File: src/rtl/bdp_pkg.sv
package bdp_pkg;
  typedef enum logic [1:0] {
    SQ_IDLE  = 2'd0,
    SQ_FIRST = 2'd1,
    SQ_SECND = 2'd2,
    SQ_GRAB  = 2'd3
  } sq_state_e;

  localparam logic [3:0] RA_CFG_A  = 4'h0;
  localparam logic [3:0] RA_CFG_B  = 4'h1;
  localparam logic [3:0] RA_PTR_LO = 4'h2;
  localparam logic [3:0] RA_PTR_HI = 4'h3;
  localparam logic [3:0] RA_DATA   = 4'h4;

  localparam int NARROW_BIT = 5;
  localparam int BIG_BIT    = 1;
  localparam int SWAP_BIT   = 0;

  localparam logic [7:0] CFG_A_RESET = 8'h20;
endpackage

File: src/rtl/bdp_cfg.sv
module bdp_cfg
  import bdp_pkg::*;
(
  input  logic       clk,
  input  logic       rst,
  input  logic       wr_a,
  input  logic       wr_b,
  input  logic [7:0] val_a,
  input  logic [7:0] val_b,
  output logic [7:0] cfg_a,
  output logic [7:0] cfg_b,
  output logic       narrow,
  output logic       big,
  output logic       swap
);
  always_ff @(posedge clk) begin
    if (rst) begin
      cfg_a <= CFG_A_RESET;
      cfg_b <= 8'h00;
    end else begin
      if (wr_a) cfg_a <= val_a;
      if (wr_b) cfg_b <= val_b;
    end
  end

  assign narrow = cfg_a[NARROW_BIT];
  assign big    = cfg_a[BIG_BIT];
  assign swap   = cfg_b[SWAP_BIT];
endmodule

File: src/rtl/bdp_ptr.sv
module bdp_ptr #(
  parameter int SMALL_BYTES = 8192,
  parameter int LARGE_BYTES = 32768,
  localparam int AW = $clog2(LARGE_BYTES)
) (
  input  logic          clk,
  input  logic          rst,
  input  logic          big,
  input  logic          ld_lo,
  input  logic          ld_hi,
  input  logic [7:0]    lo_val,
  input  logic [7:0]    hi_val,
  input  logic          inc,
  output logic [AW-1:0] ptr,
  output logic [AW-1:0] mask
);
  localparam logic [AW-1:0] MASK_S = AW'(SMALL_BYTES - 1);
  localparam logic [AW-1:0] MASK_L = AW'(LARGE_BYTES - 1);

  logic [AW-1:0] ptr_q;
  logic [AW-1:0] nxt;
  logic [AW-1:0] loaded;

  assign mask = big ? MASK_L : MASK_S;
  assign ptr  = ptr_q & mask;

  always_comb begin
    loaded = ptr_q;
    if (ld_lo) loaded[7:0] = lo_val;
    if (ld_hi) loaded = AW'({hi_val, loaded[7:0]});
    if (inc) nxt = (ptr + AW'(1)) & mask;
    else     nxt = loaded & mask;
  end

  always_ff @(posedge clk) begin
    if (rst) ptr_q <= '0;
    else if (inc || ld_lo || ld_hi) ptr_q <= nxt;
  end
endmodule

File: src/rtl/bdp_seq.sv
module bdp_seq
  import bdp_pkg::*;
#(
  parameter int AW = 15
) (
  input  logic          clk,
  input  logic          rst,
  input  logic          start,
  input  logic          is_wr,
  input  logic          is_word,
  input  logic          swap,
  input  logic [15:0]   wdata,
  input  logic [AW-1:0] ptr,
  input  logic [AW-1:0] mask,
  output logic          ptr_inc,
  output logic          busy,
  output logic          done,
  output logic [15:0]   rdata,
  output logic          sram_en,
  output logic          sram_we,
  output logic [AW-1:0] sram_addr,
  output logic [7:0]    sram_wdata,
  input  logic [7:0]    sram_rdata
);
  sq_state_e st;
  logic      wr_q;
  logic      word_q;
  logic      hi_first;
  logic [7:0] second_q;
  logic      issue0;
  logic      issue1;
  logic      hi_now;

  assign issue0  = (st == SQ_IDLE) && start;
  assign issue1  = (st == SQ_FIRST) && word_q;
  assign ptr_inc = issue0 || issue1;
  assign busy    = (st != SQ_IDLE);
  assign hi_now  = is_word && swap;

  always_ff @(posedge clk) begin
    if (rst) begin
      st         <= SQ_IDLE;
      wr_q       <= 1'b0;
      word_q     <= 1'b0;
      hi_first   <= 1'b0;
      second_q   <= 8'h00;
      done       <= 1'b0;
      rdata      <= 16'h0000;
      sram_en    <= 1'b0;
      sram_we    <= 1'b0;
      sram_addr  <= '0;
      sram_wdata <= 8'h00;
    end else begin
      done <= 1'b0;
      unique case (st)
        SQ_IDLE: begin
          if (start) begin
            wr_q       <= is_wr;
            word_q     <= is_word;
            hi_first   <= hi_now;
            second_q   <= hi_now ? wdata[7:0] : wdata[15:8];
            sram_en    <= 1'b1;
            sram_we    <= is_wr;
            sram_addr  <= ptr;
            sram_wdata <= hi_now ? wdata[15:8] : wdata[7:0];
            rdata      <= 16'h0000;
            st         <= SQ_FIRST;
          end
        end
        SQ_FIRST: begin
          if (word_q) begin
            sram_addr  <= ptr;
            sram_wdata <= second_q;
            st         <= SQ_SECND;
          end else begin
            sram_en <= 1'b0;
            sram_we <= 1'b0;
            if (wr_q) begin
              done <= 1'b1;
              st   <= SQ_IDLE;
            end else begin
              st <= SQ_GRAB;
            end
          end
        end
        SQ_SECND: begin
          sram_en <= 1'b0;
          sram_we <= 1'b0;
          if (wr_q) begin
            done <= 1'b1;
            st   <= SQ_IDLE;
          end else begin
            if (hi_first) rdata[15:8] <= sram_rdata;
            else          rdata[7:0]  <= sram_rdata;
            st <= SQ_GRAB;
          end
        end
        SQ_GRAB: begin
          if (word_q && !hi_first) rdata[15:8] <= sram_rdata;
          else                     rdata[7:0]  <= sram_rdata;
          done <= 1'b1;
          st   <= SQ_IDLE;
        end
        default: st <= SQ_IDLE;
      endcase
    end
  end

  AST_SECOND_ADDR_STEP: assert property (@(posedge clk) disable iff (rst)
    (st == SQ_SECND) |-> (sram_addr == ((AW'($past(sram_addr)) + AW'(1)) & mask)));
  AST_DONE_ONE_CYCLE: assert property (@(posedge clk) disable iff (rst)
    done |=> !done);
  AST_WE_NEEDS_EN: assert property (@(posedge clk) disable iff (rst)
    sram_we |-> sram_en);
endmodule

File: src/rtl/buf_data_port.sv
module buf_data_port
  import bdp_pkg::*;
#(
  parameter int SMALL_BYTES = 8192,
  parameter int LARGE_BYTES = 32768,
  localparam int AW = $clog2(LARGE_BYTES)
) (
  input  logic          clk,
  input  logic          rst,
  input  logic          hreq,
  input  logic          hwr,
  input  logic [3:0]    haddr,
  input  logic          hword,
  input  logic [15:0]   hwdata,
  output logic [15:0]   hrdata,
  output logic          hready,
  output logic          sram_en,
  output logic          sram_we,
  output logic [AW-1:0] sram_addr,
  output logic [7:0]    sram_wdata,
  input  logic [7:0]    sram_rdata,
  output logic          bus16
);
  localparam int NREG = 4;

  logic [7:0]    cfg_a, cfg_b;
  logic          narrow, big, swap;
  logic [AW-1:0] ptr, mask;
  logic          ptr_inc, busy, seq_done;
  logic [15:0]   seq_rd;
  logic          word_eff, accept, is_data;
  logic [3:0]    base;
  logic [NREG-1:0] reg_we;
  logic [7:0]    reg_wv [NREG];
  logic [7:0]    reg_rv [NREG];
  logic [7:0]    rd_lo, rd_hi;
  logic          reg_ack_q;
  logic [15:0]   reg_rd_q;

  assign word_eff = hword && !narrow;
  assign base     = word_eff ? {haddr[3:1], 1'b0} : haddr;
  assign is_data  = (base == RA_DATA);
  assign accept   = hreq && !busy;

  for (genvar r = 0; r < NREG; r++) begin : g_regsel
    localparam logic [3:0] RADDR = 4'(r);
    assign reg_we[r] = accept && hwr && !is_data &&
                       (word_eff ? (base[3:1] == RADDR[3:1]) : (haddr == RADDR));
    assign reg_wv[r] = (word_eff && RADDR[0]) ? hwdata[15:8] : hwdata[7:0];
  end

  assign reg_rv[0] = cfg_a;
  assign reg_rv[1] = cfg_b;
  assign reg_rv[2] = ptr[7:0];
  assign reg_rv[3] = 8'(ptr[AW-1:8]);

  always_comb begin
    rd_lo = (base < 4'(NREG)) ? reg_rv[base[1:0]] : 8'h00;
    rd_hi = 8'h00;
    if (word_eff && (base < 4'(NREG))) rd_hi = reg_rv[{base[1], 1'b1}];
  end

  always_ff @(posedge clk) begin
    if (rst) begin
      reg_ack_q <= 1'b0;
      reg_rd_q  <= 16'h0000;
    end else begin
      reg_ack_q <= accept && !is_data;
      if (accept && !is_data) reg_rd_q <= hwr ? 16'h0000 : {rd_hi, rd_lo};
    end
  end

  bdp_cfg u_cfg (
    .clk    (clk),
    .rst    (rst),
    .wr_a   (reg_we[0]),
    .wr_b   (reg_we[1]),
    .val_a  (reg_wv[0]),
    .val_b  (reg_wv[1]),
    .cfg_a  (cfg_a),
    .cfg_b  (cfg_b),
    .narrow (narrow),
    .big    (big),
    .swap   (swap)
  );

  bdp_ptr #(
    .SMALL_BYTES (SMALL_BYTES),
    .LARGE_BYTES (LARGE_BYTES)
  ) u_ptr (
    .clk    (clk),
    .rst    (rst),
    .big    (big),
    .ld_lo  (reg_we[2]),
    .ld_hi  (reg_we[3]),
    .lo_val (reg_wv[2]),
    .hi_val (reg_wv[3]),
    .inc    (ptr_inc),
    .ptr    (ptr),
    .mask   (mask)
  );

  bdp_seq #(.AW(AW)) u_seq (
    .clk        (clk),
    .rst        (rst),
    .start      (accept && is_data),
    .is_wr      (hwr),
    .is_word    (word_eff),
    .swap       (swap),
    .wdata      (hwdata),
    .ptr        (ptr),
    .mask       (mask),
    .ptr_inc    (ptr_inc),
    .busy       (busy),
    .done       (seq_done),
    .rdata      (seq_rd),
    .sram_en    (sram_en),
    .sram_we    (sram_we),
    .sram_addr  (sram_addr),
    .sram_wdata (sram_wdata),
    .sram_rdata (sram_rdata)
  );

  assign hready = reg_ack_q || seq_done;
  assign hrdata = reg_ack_q ? reg_rd_q : seq_rd;
  assign bus16  = !narrow;

  AST_SMALL_ADDR_RANGE: assert property (@(posedge clk) disable iff (rst)
    (sram_en && !big) |-> (int'(sram_addr) < SMALL_BYTES));
  AST_NARROW_SINGLE_CYCLE: assert property (@(posedge clk) disable iff (rst)
    (sram_en && narrow) |=> !sram_en);
  AST_REG_ACK_NEXT: assert property (@(posedge clk) disable iff (rst)
    (accept && !is_data) |=> hready);
endmodule

File: config.mk
export PLATFORM = sky130hd
export DESIGN_NAME = buf_data_port
export DESIGN_NICKNAME = d
export VERILOG_FILES = /design/src/rtl/bdp_pkg.sv /design/src/rtl/bdp_cfg.sv /design/src/rtl/bdp_ptr.sv /design/src/rtl/bdp_seq.sv /design/src/rtl/buf_data_port.sv
export SDC_FILE = /design/constraint.sdc
export NUM_CORES = 1
export LEC_CHECK = 0
export CORE_MARGIN = 8
export CORE_UTILIZATION = 31
export CTS_CLUSTER_DIAMETER = 60
export DETAILED_ROUTE_END_ITERATION = 10
export DONT_BUFFER_PORTS = 1
export REMOVE_ABC_BUFFERS = 1
export SETUP_SLACK_MARGIN = 0.15
export SYNTH_ARGS = -nofsm -noshare
export SYNTH_HDL_FRONTEND = slang
export SYNTH_SLANG_ARGS = --single-unit
File: constraint.sdc
create_clock -name clk -period 2.7 [get_ports clk]
set_input_delay 0.54 -clock clk [delete_from_list [all_inputs] [get_ports clk]]
set_output_delay 0.54 -clock clk [all_outputs]
set_load 0.005 [all_outputs]
==> reports/results.ini, run 1 <==
[route]
dr_total_vias = 4264
wl_per_cell_um = 20.2
drt-total-wl_um = 15800
ant_nets = 0
drc = 0
drtIter0Drc = 318
dr.pass1.iters = 5
viasPerCell = 5.47

[synthesis]
avgSynthCellArea_um2 = 9.28
synth_edf_count = 0
yosys-top-cells-area = dfxtp_1 39%, mux2i_1 13%, nor2_1 5.1%
yosysWarnings = 0
async_flop_share_pct = 0
ys_types = 70
synth_top_cell_area_share_pct = 39.2
synth_area_mm2 = 0.00526
ys_ff_latch = 103
ys.flop_type = dfxtp_1
yosysTopAreaCell = dfxtp_1
synth_seq_area_share_pct = 39.2
synthCells = 567

[clock_tree]
clk_pin_slew_ps = 70
clock_latency_ps = 350
clock-sinks = 103
htreeDepth = 3
hold_buffers = 0
clockBufferDepth = 2
cts_root_buf = clkbuf_16
post_cts_buffers = 0
cts_tree = yes
cts_resized = 0
cts_made_buffers = 9

[die]
die-area_mm2 = 0.0214
rows = 47
die_w_um = 146
initial_core_util_pct = 31.7
coreArea_mm2 = 0.0166
ios = 76
die_y_um = 146

[run]
maxCapViolations = 0

[setup_path]
end_kind = register
required_ps = 2950
crit_start = u_seq.st[0]
crit_fanout = 5
r2r-start = u_seq.st[0]
path_class = reg -> reg
cp-start-kind = register
cp.arrival_ps = 2550

[pwr]
p_int_mw = 2.53
vdd_drop_max_mv = 0.337
seqPwrFrac_pct = 47.6
switching_share_pct = 24.1
p_switching_uw = 803
p_leak_nw = 2.08
clockPowerShare_pct = 42.5
power.total_mw = 3.33
powerDensity_mw_per_mm2 = 576
power_frac_comb_pct = 10.0

[sta]
layout_worst_path_cycle_share_pct = 85.3
final.setup.tns_ps = 0
relSlewSlack_pct = 49.7
finalHoldViolations = 0
rsz0062_at_grt = false
drv_slew = 0
setup_viol = 0
worstMarginPinSlew_ps = 752
finalCriticalPeriod_ps = 2300
finClkSkew_ps = 7.48
max_freq_mhz = 434

[placed_design]
place_congestion = 0.910
dp_hpwl_um = 11600
placed_area_mm2 = 0.00546
portBuffers = 0

[min_path]
min-delay-start = rst
hold_path.class = in -> reg

[grt]
grt_overflow_total = 0
grt_max_degree = 99
grt_pass1_wl_um = 24500
grt_pass1_vias = 4046
grt_antenna_before_repair = 0
grt_usage_pct = 14.5

[finish]
final_cell_area_mm2 = 0.00578
drive_above_1_share_pct = 12.7
multi_input_area_mm2 = 0.00298
syn_to_final_growth_pct = 9.94
regArea_mm2 = 0.00206
final_nets = 594
fillers = 1712
antenna_cells = 0

[outcome]
status = finished clean

==> cells in the mapped netlist, types with 3 or more instances <==
| master | n |
|---|---|
| dfxtp_1 | 103 |
| nor2_1 | 72 |
| mux2i_1 | 66 |
| nand2_1 | 55 |
| clkbuf_1 | 22 |
| a21oi_1 | 20 |
| nand2b_1 | 20 |
| nand3_1 | 20 |
| mux2_2 | 16 |
| o21ai_0 | 14 |
| a311oi_1 | 13 |
| a211oi_1 | 11 |
| a22oi_1 | 10 |
| inv_1 | 10 |
| buf_2 | 7 |
| ha_1 | 7 |
| nor3_1 | 7 |
| o2bb2ai_1 | 7 |
| mux4_2 | 5 |
| a21o_1 | 4 |
| and2_1 | 4 |
| and3_1 | 4 |
| o211ai_1 | 4 |
| a211o_1 | 3 |
| buf_4 | 3 |
| buf_6 | 3 |
| nor4_1 | 3 |
| or2_2 | 3 |
| xor2_1 | 3 |
==> final timing paths <==
| check | end | slack (ps) | depth (start not counted) |
|---|---|---|---|
| max | u_ptr.ptr_q[11] | 400 | 7 |
| min | u_seq.sram_wdata[2] | 260 | 1 |
| max reg2reg | u_ptr.ptr_q[11] | 400 | 7 |
| min reg2reg | reg_rd_q[9] | 470 | 1 |
==> stage by stage <==
step	util, %	hold slack [ps]	instances	setup slack, ps
after floorplan	-	421	530	53.0
after global placement	32.9	448	763	518
after detailed placement	32.9	445	763	437
after CTS	34.9	247	779	411
after global routing	34.9	247	779	236
final	34.9	260	779	398
==> cells in the final DEF (no fill, tap or decap), types with 14 or more instances in the layout <==
master and count:
dfxtp_1 103, nand2b_1 20, nand2_1 55, nor2_1 72, a21oi_1 20, nand3_1 20
mux2_2 16, o21ai_0 14, mux2i_1 66
==> power groups by stage <==
stage / clock [mW] / sequential (mW) / combinational [mW]
finish: 1.41 / 1.59 / 0.332
global route: 1.53 / 1.59 / 0.358
CTS: 1.46 / 1.59 / 0.333
detailed placement: 0 / 1.62 / 0.331
global placement: 0 / 1.62 / 0.324
floorplan: 0 / 1.61 / 0.250
==> registers in the layout (all words and copies together), names as in the netlist <==
register	flops
u_ptr.ptr_q	15
reg_rd_q	16
u_seq.rdata	16
u_seq.second_q	8
u_seq.word_q	1
u_seq.sram_en	1
u_seq.sram_wdata	8
u_cfg.cfg_b	8
u_seq.st	2
u_seq.done	1
reg_ack_q	1
u_cfg.cfg_a	8
u_seq.sram_we	1
u_seq.wr_q	1
u_seq.sram_addr	15
u_seq.hi_first	1
==> kinds of logic after synthesis <==
logic type / count (synthesis) / synth area share (%)
and+or+nand+nor: 207 / 19.3
AOI/OAI and AO/OA: 110 / 16.3
DFF: 103 / 39.2
muxes: 88 / 18.6
buffers and inverters: 48 / 4.23
adders and majority gates: 7 / 1.67
xor gates and xnor gates: 4 / 0.666
==> critical path, stage by stage, from the launching register on <==
cell and delay (ps):
dfxtp_1 370, inv_1 130, ha_1 250, and4bb_1 310, o2111ai_1 330, nor3_4 370
a211oi_1 100, a2111oi_2 340
==> routing by layer <==
| layer | vias to the layer above | part of all wire, % | GRT usage, % | wire [um] |
|---|---|---|---|---|
| met5 | - | 0 | 0 | 0 |
| met4 | 0 | 1.0 | 3.09 | 164 |
| met3 | 17 | 10 | 6.00 | 1590 |
| met2 | 158 | 45 | 22.0 | 7030 |
| met1 | 2064 | 44 | 19.0 | 6970 |
| li1 | 2025 | - | - | - |
==> cell type report <==
class	count	share of cell area [%]
Timing Repair Buffer	13	1.69
Multi-Input combinational cell	416	51.6
Clock inverter	5	1.41
Inverter	11	0.714
Clock buffer	11	4.20
Sequential cell	103	35.7
Tap cell	220	4.76
No activity file was read; power rests on OpenSTA's default activity.
==> run 2: changes to the inputs <==
==> constraint.sdc (replaced) <==
create_clock -name clk -period 2.9 [get_ports clk]
set_input_delay 0.58 -clock clk [delete_from_list [all_inputs] [get_ports clk]]
set_output_delay 0.58 -clock clk [all_outputs]
set_load 0.1 [all_outputs]
==> reports/results.ini, run 2 (synthesis results as in run 1) <==
[sta]
relSlewSlack_pct = 30.3
rsz0062_at_grt = false
finClkSkew_ps = 5.77
setup_viol = 0
finalHoldViolations = 0
max_freq_mhz = 405
finalCriticalPeriod_ps = 2470
drv_slew = 0
layout_worst_path_cycle_share_pct = 85.2
final.setup.tns_ps = 0
finalWorstSetupSlack_ps = 429
hold_ws_ps = 301
worstMarginPinSlew_ps = 1040

[placed_design]
place_congestion = 0.922
post-place-ws_ps = 444
dp_hpwl_um = 11400
portBuffers = 0
post-place-cells = 762
placed_area_mm2 = 0.00546

[route]
dr_wl_met2_um = 6990
drtIter0Drc = 267
dr_wl_met3_um = 1250
ant_nets = 0
dr_total_vias = 4189
dr.pass1.iters = 4
drc = 0
wl_per_cell_um = 20.0
drt-total-wl_um = 15500
viasPerCell = 5.39
top_layer = met4
drt-met1-wl_um = 6990

[grt]
grt_antenna_before_repair = 0
grt_overflow_total = 0
grt_max_degree = 99
grt_usage_pct = 14.6
grt_pass1_vias = 4225
grt_pass1_wl_um = 24600

[setup_path]
r2r_cells = 7
r2r-start = u_seq.st[0]
path_class = reg -> reg
crit_fanout = 16
r2r_slack_ps = 430
cp.arrival_ps = 2730
required_ps = 3160
end_kind = register
cp-start-kind = register
r2r-end = u_cfg.cfg_b[6]

[clock_tree]
post_cts_buffers = 0
clock-sinks = 103
htreeDepth = 3
clockBufferDepth = 2
cts_resized = 0
cts_made_buffers = 9
clk_pin_slew_ps = 70
cts_root_buf = clkbuf_16
cts_tree = yes
clock_latency_ps = 350
hold_buffers = 0

[die]
coreArea_mm2 = 0.0166
die_w_um = 146
die-area_mm2 = 0.0214
ios = 76
die_y_um = 146
rows = 47
initial_core_util_pct = 31.7

[finish]
final_nets = 593
syn_to_final_growth_pct = 9.11
final_cell_area_mm2 = 0.00574
antenna_cells = 0
final_common_cell = dfxtp_1
layoutNonFillerInstCount = 777
drive_above_1_share_pct = 12.4
mostFrequentLayoutCells = 103 x dfxtp_1, 72 x nor2_1, 66 x mux2i_1
top_regs = reg_rd_q x16, u_seq.rdata x16

[min_path]
whs_path_depth = 1
hold_path.class = in -> reg
min-delay-start = rst
hold-path-endpoint = u_seq.sram_wdata[2]

[outcome]
status = finished clean

[pwr]
vdd_drop_max_mv = 0.281
p_leak_nw = 2.07
powerDensity_mw_per_mm2 = 530

[run]
maxCapViolations = 0

run 2: worst max path at each step:
| stage | start | to | cells after the start |
|---|---|---|---|
| final | u_seq.st[0] | u_cfg.cfg_b[6] | 7 |
| after global routing | u_seq.st[0] | u_cfg.cfg_b[0] | 7 |
| after detailed placement | u_seq.st[0] | u_cfg.cfg_b[6] | 7 |
| after floorplan | u_seq.st[1] | u_seq.sram_addr[0] | 7 |
| after global placement | u_seq.st[1] | u_cfg.cfg_b[7] | 7 |
| after CTS | u_seq.st[0] | u_cfg.cfg_b[6] | 7 |
run 2: stage by stage:
stage / power [mW] / util (%)
after detailed placement: 1.93 / 32.9
after global placement: 1.92 / 32.9
after global routing: 3.16 / 34.6
after CTS: 3.08 / 34.6
final: 3.04 / 34.6
after floorplan: 1.85 / -
run 2: layout make-up:
cell class / count / area (um2)
Fill cell: 1714 / 10800
Multi-Input combinational cell: 416 / 2980
Sequential cell: 103 / 2060
Tap cell: 220 / 275
Clock buffer: 12 / 256
Timing Repair Buffer: 12 / 103
Inverter: 11 / 41.3
Clock inverter: 3 / 18.8
run 2: layer usage:
layer	GRT usage, %	vias to the layer above
met1	18.4	2014
li1	-	2016
met4	4.59	0
met3	5.44	19
met5	0	-
met2	22.6	140
run 2: critical path: stages, from the launching register on:
cell,delay (ps)
dfxtp_1,360
inv_1,130
ha_1,460
and4bb_1,330
nand2_2,110
a211oi_4,630
nor2_1,80
a311oi_1,280
run 2: where the power goes:
group / internal (mW) / switching [mW] / total (mW)
Sequential: 1.44 / 0.131 / 1.57
Clock: 0.623 / 0.519 / 1.14
Combinational: 0.130 / 0.199 / 0.328
==> run 3: changes to the inputs <==
CORE_ASPECT_RATIO = 0.8   (was not set)
SYNTH_HIERARCHICAL = 1   (was not set)
==> reports/results.ini, run 3 <==
[outcome]
status = finished clean

[finish]
multi_input_area_mm2 = 0.00292
top_regs = reg_rd_q x16, u_seq/rdata x16
final_common_cell = dfxtp_1
final_cell_area_mm2 = 0.00568
mostFrequentLayoutCells = 103 x dfxtp_1, 99 x nand2_1, 52 x nor2_1
drive_above_1_share_pct = 10.9
syn_to_final_growth_pct = 6.07
fillers = 1788
antenna_cells = 0
regArea_mm2 = 0.00206
final_util_pct = 33.2
final_nets = 642

[pwr]
p_leak_nw = 2.05
power.total_mw = 3.09
vdd_drop_max_mv = 0.331
powerDensity_mw_per_mm2 = 544

[placed_design]
dp_hpwl_um = 10600
post-place-ws_ps = 103
portBuffers = 0
placed_area_mm2 = 0.00539
place_congestion = 0.873

[route]
wl_per_cell_um = 17.8
drc = 0
ant_nets = 0
viasPerCell = 5.13
drtIter0Drc = 407
dr_total_vias = 4268
drt-total-wl_um = 14800
dr.pass1.iters = 5

[setup_path]
r2r-start = u_seq/st[1]
crit_start = u_seq/st[1]
cp.arrival_ps = 2770
end_kind = register
path_class = reg -> reg
cp-start-kind = register
worst_path_max_delay_cell = or3_4
cp_cell_sequence = inv_1 > ha_2 > inv_1 > nand2b_1 > nor2_2 > nand2_2 > nand2_4 > inv_2 > or3_4 > or3_1 > a31oi_1
required_ps = 3180
crit_buf_inv = 3
crit_path_max_incr_delay_ps = 430
crit_top_cell = inv_1
critPathTopFamily = simple AND/OR/NAND/NOR gates
crit_fanout = 11

[grt]
grt_max_degree = 101
grt_antenna_before_repair = 0
grt_usage_pct = 13.6
grt_pass1_vias = 4038
grt_overflow_total = 0
grt_pass1_wl_um = 23500

[clock_tree]
clock_latency_ps = 350
clock-sinks = 103
cts_resized = 1
hold_buffers = 0
cts_root_buf = clkbuf_16
post_cts_buffers = 0
clockBufferDepth = 2
cts_made_buffers = 9
cts_tree = yes
htreeDepth = 3
clk_pin_slew_ps = 70

[sta]
max_freq_mhz = 402
layout_worst_path_cycle_share_pct = 85.9
worstMarginPinSlew_ps = 1010
setup_viol = 0
finalHoldViolations = 0
drv_slew = 0
finClkSkew_ps = 8.76
finalWorstSetupSlack_ps = 410
final.setup.tns_ps = 0
finalCriticalPeriod_ps = 2490
relSlewSlack_pct = 32.8
rsz0062_at_grt = false

[min_path]
hold_path.class = in -> reg
min-delay-start = rst

[die]
ios = 76
coreArea_mm2 = 0.0171
initial_core_util_pct = 31.3
die-area_mm2 = 0.0218
die_w_um = 163
rows = 43
die_y_um = 134

[synthesis]
synth_area_mm2 = 0.00536
avgSynthCellArea_um2 = 8.49
synthCells = 631
yosysWarnings = 6

[run]
maxCapViolations = 0

[run 3: path summary, 6_finish.rpt]
kind                      to  slack, ps  depth (start not counted)
max          u_ptr/ptr_q[11]        410                         11
min            u_seq/sram_we        320                          1
max reg2reg  u_ptr/ptr_q[11]        410                         11
min reg2reg  u_seq/rdata[13]        470                          2
[run 3: routing by layer]
metal	share of wire (%)	wire length, um	up-vias	GRT usage [%]
li1	-	-	2133	-
met1	49	7240	2017	19.1
met4	0.87	128	0	3.46
met2	43	6350	110	19.7
met3	7.0	1040	8	4.01
met5	0	0	-	0
[run 3: where the power goes]
part | switching, mW | total, mW | leakage (nW) | internal (mW)
logic | 0.219 | 0.343 | 1.08 | 0.124
clock network | 0.538 | 1.15 | 0.137 | 0.610
registers | 0.155 | 1.60 | 0.831 | 1.44
total | 0.912 | 3.09 | 2.05 | 2.18
[run 3: metrics by stage]
step                      instances  hold slack [ps]
final                           832              317
after CTS                       832              301
after detailed placement        816              458
after global routing            832              311
after global placement          816              453
after floorplan                 579              427
[run 3: cell type report]
cell class,count,share of cell area [%]
Sequential cell,103,36.3
Multi-Input combinational cell,464,51.5
Clock inverter,4,0.551
Tap cell,225,4.96
Inverter,12,0.793
Clock buffer,12,4.34
Timing Repair Buffer,12,1.59
